`src/rtl/e1_mf_pkg.sv`:
```
package e1_mf_pkg;
  localparam int unsigned MF_LEN   = 16;
  localparam int unsigned CNT_W    = $clog2(MF_LEN);
  localparam int unsigned WORD_W   = 6;
  localparam logic [WORD_W-1:0] ALIGN_WORD = 6'b001011;
  localparam logic [CNT_W-1:0]  WORD_END   = CNT_W'(11);

  typedef enum logic [2:0] {
    ST_IDLE,
    ST_HUNT,
    ST_WAIT,
    ST_IWK,
    ST_SYNC
  } mf_state_e;
endpackage

```
`src/rtl/e1_mf_frame_timer.sv`:
```
module e1_mf_frame_timer #(
  parameter int unsigned LIMIT = 64
) (
  input  logic clk_i,
  input  logic rst_ni,
  input  logic clr_i,
  input  logic en_i,
  output logic hit_o
);
  localparam int unsigned CW = (LIMIT > 1) ? $clog2(LIMIT) : 1;

  logic [CW-1:0] cnt_q;

  assign hit_o = en_i && (cnt_q == CW'(LIMIT - 1));

  always_ff @(posedge clk_i or negedge rst_ni) begin
    if (!rst_ni)       cnt_q <= '0;
    else if (clr_i)    cnt_q <= '0;
    else if (hit_o)    cnt_q <= '0;
    else if (en_i)     cnt_q <= cnt_q + 1'b1;
  end
endmodule

```
`src/rtl/e1_mf_word_det.sv`:
```
module e1_mf_word_det
  import e1_mf_pkg::*;
(
  input  logic clk_i,
  input  logic rst_ni,
  input  logic run_i,
  input  logic frame_i,
  input  logic si_i,
  input  logic fas_i,
  output logic word_ok_o,
  output logic match_o
);
  logic [WORD_W-2:0] sr_q;
  logic [WORD_W-1:0] word;
  logic              nfas_stb;

  assign nfas_stb  = frame_i && !fas_i;
  // newest bit sits at the right, first-received at the left
  assign word      = {sr_q, si_i};
  assign word_ok_o = (word == ALIGN_WORD);
  assign match_o   = nfas_stb && word_ok_o;

  always_ff @(posedge clk_i or negedge rst_ni) begin
    if (!rst_ni)       sr_q <= '1;
    else if (!run_i)   sr_q <= '1;
    else if (nfas_stb) sr_q <= word[WORD_W-2:0];
  end
endmodule

```
`src/rtl/e1_mf_ctrl.sv`:
```
module e1_mf_ctrl
  import e1_mf_pkg::*;
(
  input  logic             clk_i,
  input  logic             rst_ni,
  input  logic             run_i,
  input  logic             frame_i,
  input  logic             match_i,
  input  logic             word_ok_i,
  input  logic             win_hit_i,
  input  logic             tot_hit_i,
  input  logic             resync_done_i,
  input  logic             keep_chk_i,
  output mf_state_e        state_o,
  output logic [CNT_W-1:0] cnt_o,
  output logic             err_o
);
  mf_state_e        state_q, state_d;
  logic             armed_q, armed_d;
  logic [CNT_W-1:0] cnt_q, cnt_d, cnt_inc;
  logic             err_q, err_d;
  logic             hunt_on;

  assign cnt_inc = cnt_q + 1'b1;
  assign hunt_on = (state_q == ST_HUNT) || ((state_q == ST_IWK) && keep_chk_i);

  always_comb begin
    state_d = state_q;
    armed_d = armed_q;
    cnt_d   = cnt_q;
    err_d   = 1'b0;
    if (!run_i) begin
      state_d = ST_IDLE;
      armed_d = 1'b0;
      cnt_d   = '0;
    end else begin
      unique case (state_q)
        ST_IDLE: begin
          state_d = ST_HUNT;
          armed_d = 1'b0;
          cnt_d   = '0;
        end
        ST_HUNT, ST_IWK: begin
          if (!hunt_on) armed_d = 1'b0;
          if (frame_i) begin
            cnt_d = cnt_inc;
            if (!hunt_on) begin
              armed_d = 1'b0;
            end else if (match_i && armed_q && (cnt_inc == WORD_END)) begin
              // lock outranks both timers
              state_d = ST_SYNC;
              armed_d = 1'b0;
            end else if ((state_q == ST_HUNT) && tot_hit_i) begin
              state_d = ST_IWK;
              armed_d = 1'b0;
            end else if (win_hit_i) begin
              armed_d = 1'b0;
              if (state_q == ST_HUNT) state_d = ST_WAIT;
            end else if (match_i) begin
              armed_d = 1'b1;
              cnt_d   = WORD_END;
            end
          end
        end
        ST_WAIT: begin
          if (frame_i) cnt_d = cnt_inc;
          if (frame_i && tot_hit_i) state_d = ST_IWK;
          else if (resync_done_i)   state_d = ST_HUNT;
        end
        ST_SYNC: begin
          if (frame_i) begin
            cnt_d = cnt_inc;
            err_d = (cnt_inc == WORD_END) && !word_ok_i;
          end
        end
        default: state_d = ST_IDLE;
      endcase
    end
  end

  always_ff @(posedge clk_i or negedge rst_ni) begin
    if (!rst_ni) begin
      state_q <= ST_IDLE;
      armed_q <= 1'b0;
      cnt_q   <= '0;
      err_q   <= 1'b0;
    end else begin
      state_q <= state_d;
      armed_q <= armed_d;
      cnt_q   <= cnt_d;
      err_q   <= err_d;
    end
  end

  assign state_o = state_q;
  assign cnt_o   = cnt_q;
  assign err_o   = err_q;
endmodule

```
`src/rtl/e1_mf_align.sv`:
```
module e1_mf_align
  import e1_mf_pkg::*;
#(
  parameter int unsigned WIN_FRAMES   = 64,
  parameter int unsigned TOTAL_FRAMES = 3200
) (
  input  logic             clk_i,
  input  logic             rst_ni,
  input  logic             frame_i,
  input  logic             si_i,
  input  logic             fas_i,
  input  logic             bfa_i,
  input  logic             resync_done_i,
  input  logic             crc_en_i,
  input  logic             keep_chk_i,
  output logic             oomf_o,
  output logic             mf_err_o,
  output logic             resync_req_o,
  output logic             interwork_o,
  output logic [CNT_W-1:0] mf_cnt_o
);
  logic      run;
  logic      word_ok, match;
  logic      win_hit, tot_hit;
  logic      win_act, tot_act;
  mf_state_e state;

  assign run     = bfa_i && crc_en_i;
  assign win_act = (state == ST_HUNT) || ((state == ST_IWK) && keep_chk_i);
  assign tot_act = (state == ST_HUNT) || (state == ST_WAIT);

  e1_mf_word_det u_word (
    .clk_i    (clk_i),
    .rst_ni   (rst_ni),
    .run_i    (run),
    .frame_i  (frame_i),
    .si_i     (si_i),
    .fas_i    (fas_i),
    .word_ok_o(word_ok),
    .match_o  (match)
  );

  e1_mf_frame_timer #(.LIMIT(WIN_FRAMES)) u_win (
    .clk_i (clk_i),
    .rst_ni(rst_ni),
    .clr_i (!run || !win_act),
    .en_i  (frame_i && win_act),
    .hit_o (win_hit)
  );

  e1_mf_frame_timer #(.LIMIT(TOTAL_FRAMES)) u_tot (
    .clk_i (clk_i),
    .rst_ni(rst_ni),
    .clr_i (!run || !tot_act),
    .en_i  (frame_i && tot_act),
    .hit_o (tot_hit)
  );

  e1_mf_ctrl u_ctrl (
    .clk_i        (clk_i),
    .rst_ni       (rst_ni),
    .run_i        (run),
    .frame_i      (frame_i),
    .match_i      (match),
    .word_ok_i    (word_ok),
    .win_hit_i    (win_hit),
    .tot_hit_i    (tot_hit),
    .resync_done_i(resync_done_i),
    .keep_chk_i   (keep_chk_i),
    .state_o      (state),
    .cnt_o        (mf_cnt_o),
    .err_o        (mf_err_o)
  );

  assign oomf_o       = (state != ST_SYNC);
  assign resync_req_o = (state == ST_WAIT);
  assign interwork_o  = (state == ST_IWK);
endmodule

```
`config.mk`:
```
export PLATFORM = sky130hd
export DESIGN_NAME = e1_mf_align
export DESIGN_NICKNAME = d
export VERILOG_FILES = /design/src/rtl/e1_mf_pkg.sv /design/src/rtl/e1_mf_frame_timer.sv /design/src/rtl/e1_mf_word_det.sv /design/src/rtl/e1_mf_ctrl.sv /design/src/rtl/e1_mf_align.sv
export SDC_FILE = /design/constraint.sdc
export NUM_CORES = 1
export LEC_CHECK = 0
export BUFFER_PORTS_ARGS = -buffer_cell sky130_fd_sc_hd__buf_2
export CELL_PAD_IN_SITES_DETAIL_PLACEMENT = 1
export CELL_PAD_IN_SITES_GLOBAL_PLACEMENT = 2
export CORE_UTILIZATION = 36
export DETAILED_ROUTE_END_ITERATION = 8
export PLACE_DENSITY = 0.83
export SLEW_MARGIN = 20
export SYNTH_ARGS = -nofsm -noshare
export SYNTH_HDL_FRONTEND = slang
export SYNTH_SLANG_ARGS = --single-unit
export TNS_END_PERCENT = 50
```
`constraint.sdc`:
```
create_clock -name clk_i -period 2.6 [get_ports clk_i]
set_input_delay 0.13 -clock clk_i [delete_from_list [all_inputs] [get_ports clk_i]]
set_output_delay 0.13 -clock clk_i [all_outputs]
set_load 0.01 [all_outputs]
```
==> metrics.md <==
| Metric | Value |
|---|---|
| Area of the core | `between 5000 and 6000 sq um` |
| Setup WS pre-CTS | `roughly 170 ps` |
| Fin nets | `257` |
| Grt ovf | `0` |
| Number of remaining DRC errors | `0` |
| Slew Viols, Final | `0` |
| Chip height | `74.9 um` |
| Pwr/cell area | `slightly above 500 nW/um^2` |
| XOR/XNOR Fraction of Synth Area | `5.04%` |
| Synth Net Count | `between 200 and 250` |
| Reg-to-reg slack, setup | `160 ps` |
| Unique masters post-synth | `between 40 and 50` |
| DR pass1 iterations | `4` |
| Critical setup path kind | `reg2reg` |
| Mapped Area | `1910 sq um` |
| Number of synthesized flops with an enable pin | `0` |
| All-Layer GR Usage | `20.4%` |
| Largest family of logic cells by synthesized area | `simple AND/OR/NAND/NOR gates` |
| Latest clock arrival within the worst-skew pair | `about 300 ps` |
| Avg Inst Size Synth | `8.69 sq um` |
| Post-synthesis mux area share | `0%` |
| H-Tree Depth | `2` |
| Reg clk slew, reported paths | `80 ps` |
| Final Hold Fails | `0` |
| Final core occ | `43.7%` |
| Filler Cells Inserted | `629` |
| Hold_sp | `si_i` |
| Layout overhead on the synthesized area | `16.8%` |
| Worst setup slack after layout | `roughly 160 ps` |
| Io pins | `17` |
| F_max | `approximately 0.41 GHz` |
| FF+latch count, synth | `32` |
| P_int | `0.868 mW` |
| Crit Reg-Reg Endpoint | `u_ctrl.state_o[1]` |
| Max-cap violation count | `0` |
| Share of layout cells above drive strength 1 | `a little under a fifth` |
| # diodes | `0` |
| Num rows | `26` |
| Initial cell density of the core | `37.4%` |
| Post-Synth Adder-Cell Area | `between 2 and 3%` |
| YS warnings | `0` |
| Max clock buf depth | `2` |
| Worst setup EP type | `flop` |
| Critical Path RT | `2780 ps` |
| Initial antenna violation count | `0` |
| Die ar. | `5610 sq um` |
| Clk sink count | `32` |
| Synth Area in Compound Gates | `15.8%` |
| CTS tree | `done` |
| First-pass GRT wire length | `about 8500 um` |
| Worst vdd ir | `~0.00018 V` |
| GP Congestion | `0.820` |
| Vias in the first global route | `between 1.5k and 2k` |
| Final HPWL DP | `3620 um` |
| Combinational Power Share | `6.6%` |
| Hold Path Stages | `3` |
| Cells after Synth | `220` |
| IO buf count | `16` |
| Sequential Area | `807 sq um` |
| Arr. time, crit path | `~2600 ps` |
| Cells along the critical path | `or4b_1 > or4_1 > o32ai_4 > a221oi_2 > o21ai_0 > o31ai_1` |
| Switching part of the total | `23.1%` |
| Seq/Total Area, Yosys | `42.2%` |
| Post-synthesis async set-or-reset flop share | `100%` |
| Postcts setup bufs | `0` |
| Post-synth top flop | `dfrtp_1` |
| Tmin final | `about 2400 ps` |
| Wirelength per Cell | `16.0 um` |
| Num CTS Buffers | `5` |
| Worst Tran Pin Value | `741 ps` |
| Critical Path Start Type | `flop` |
| CTS Root Cell | `clkbuf_8` |
| 1st-iter DRT viols | `70` |
| Clock share of power | `47.9%` |
| ANT nets after route | `0` |
| Synth Area in Simple Gates | `31.3%` |
| Slowest stage delay, CP | `600 ps` |
| Final wirelength | `~5000 um` |
| RSZ-0062 raised after global routing | `yes` |
| Multi-input logic area | `1050 sq um` |
| Slowest-stage cell, CP | `or4_1` |
| Fin Clk Skew | `11.5 ps` |
| Reg2reg start | `u_tot.cnt_q[8]` |
| Vias per cell | `5.39` |
| Hold EP | `u_word.sr_q[0]` |
| Total vias in the final route | `approximately 1.7k` |
| CP Max Fanout | `5` |
| Largest net degree at the start of global routing | `33` |
| Hold crit path type | `in2reg` |
| Part of the power in registers | `45.5%` |
| Final setup vio count | `0` |
| Die width | `74.9 um` |
| P_sw | `0.261 mW` |
| Relative max-transition margin | `50.6%` |
| Period utilisation layout | `93.8%` |
| Lkg Pwr | `0.906 nW` |
| R2r worst-path depth | `6` |
| Outcome | `complete, no violations` |
==> cell usage after synthesis (all sizes together), types with 3 or more instances <==
cell type,instances,area share (%)
ha,4,2.6
o21ai,13,3.4
dfstp,5,6.9
nand4,5,1.6
o31ai,3,1.2
nand3,15,3.9
and2,3,0.98
xor2,9,4.1
nor2,23,4.5
nand2b,7,2.3
dfrtp,27,35
nor4,6,2.0
nor3,6,1.6
a21oi,10,2.6
nand2,35,7.0
nor2b,4,1.3
and3,4,1.3
clkbuf,4,0.79
inv,6,1.2
or3,3,0.98
==> per-layer routing <==
layer  vias up  GRT usage [%]  share of wire, %
met1       846           26.1                46
met4         0           7.55               1.4
met2        19           33.8                50
met3         8           4.42               2.3
li1        826              -                 -
met5         -              0                 0
==> stage by stage <==
stage / instances / power [mW] / hold slack [ps] / instance area [sq um] / setup TNS [ps]
after global routing: 315 / 1.17 / 56.0 / 2230 / -11.7
after floorplan: 220 / 0.564 / -166 / 1910 / 0
after detailed placement: 306 / 0.597 / 240 / 2090 / 0
after CTS: 315 / 1.15 / 45.0 / 2230 / 0
final: 315 / 1.13 / 61.4 / 2230 / 0
after global placement: 306 / 0.596 / 243 / 2090 / 0
==> what timing repair did <==
action | CTS | global route
gates resized for setup | 0 | 1
hold buffers | 1 | 0
endpoints found under the hold margin | 27 | 0
setup endpoints to repair | 0 | 2
==> critical path, delay by kind of cell, from the launching register on <==
kind               cells  cell delay [ps]
AOI/OAI and AO/OA      4              810
and+or+nand+nor        2             1120
DFF                    1              400
==> placed cells by master (no fill, tap or decap), types with 3 or more instances in the layout <==
cell type | Yosys | layout
xor2_1 | 9 | 9
or3_1 | 3 | 3
nand3_1 | 15 | 14
nand2_1 | 34 | 34
nor3_1 | 6 | 6
o31ai_1 | 3 | 3
buf_2 | 0 | 16
dfrtp_1 | 27 | 27
buf_4 | 1 | 6
nor2b_1 | 4 | 4
o21ai_0 | 13 | 13
dfstp_2 | 5 | 5
nand2b_1 | 7 | 7
clkbuf_8 | 0 | 7
nand4_1 | 5 | 5
nor2_1 | 23 | 23
ha_1 | 4 | 4
nor4_1 | 6 | 6
inv_1 | 6 | 6
a21oi_1 | 10 | 10
and3_1 | 4 | 4
==> cell families after synthesis <==
group / Yosys count
flops: 32
buf+inv: 12
simple gates: 120
compound gates: 41
xor+xnor: 11
fa+ha+maj: 4
==> area by class of cell <==
cell class / count / share of cell area (%)
multi-input combinational: 176 / 47.2
sequential: 32 / 36.2
timing repair buffer: 23 / 6.05
clock buffer: 7 / 4.32
tap: 70 / 3.92
clock inverter: 1 / 1.35
inverter: 6 / 1.01
==> power by group through the flow <==
stage / Sequential [mW] / Combinational (mW) / Clock, mW
final: 0.514 / 0.0750 / 0.541
after global routing: 0.515 / 0.0850 / 0.571
after CTS: 0.514 / 0.0765 / 0.558
after detailed placement: 0.523 / 0.0746 / 0
after global placement: 0.523 / 0.0731 / 0
after floorplan: 0.518 / 0.0459 / 0
==> flip-flops by register name, indices dropped and copies added, names as in the netlist <==
| register | flops |
|---|---|
| u_tot.cnt_q | 12 |
| u_win.cnt_q | 6 |
| u_word.sr_q | 5 |
| u_ctrl.cnt_o | 4 |
| u_ctrl.state_o | 3 |
| u_ctrl.armed_q | 1 |
| u_ctrl.err_o | 1 |
==> worst max-delay path by stage <==
stage | start | to | slack (ps)
CTS | u_tot.cnt_q[8] | u_tot.cnt_q[9] | 130
floorplan | u_tot.cnt_q[7] | u_ctrl.state_o[1] | 220
global placement | u_tot.cnt_q[8] | u_ctrl.state_o[1] | 220
finish | u_tot.cnt_q[8] | u_ctrl.state_o[1] | 160
global route | u_tot.cnt_q[8] | u_ctrl.state_o[1] | -10
detailed placement | u_tot.cnt_q[8] | u_ctrl.state_o[1] | 170
Note: power is estimated with default switching activity, not from simulation.
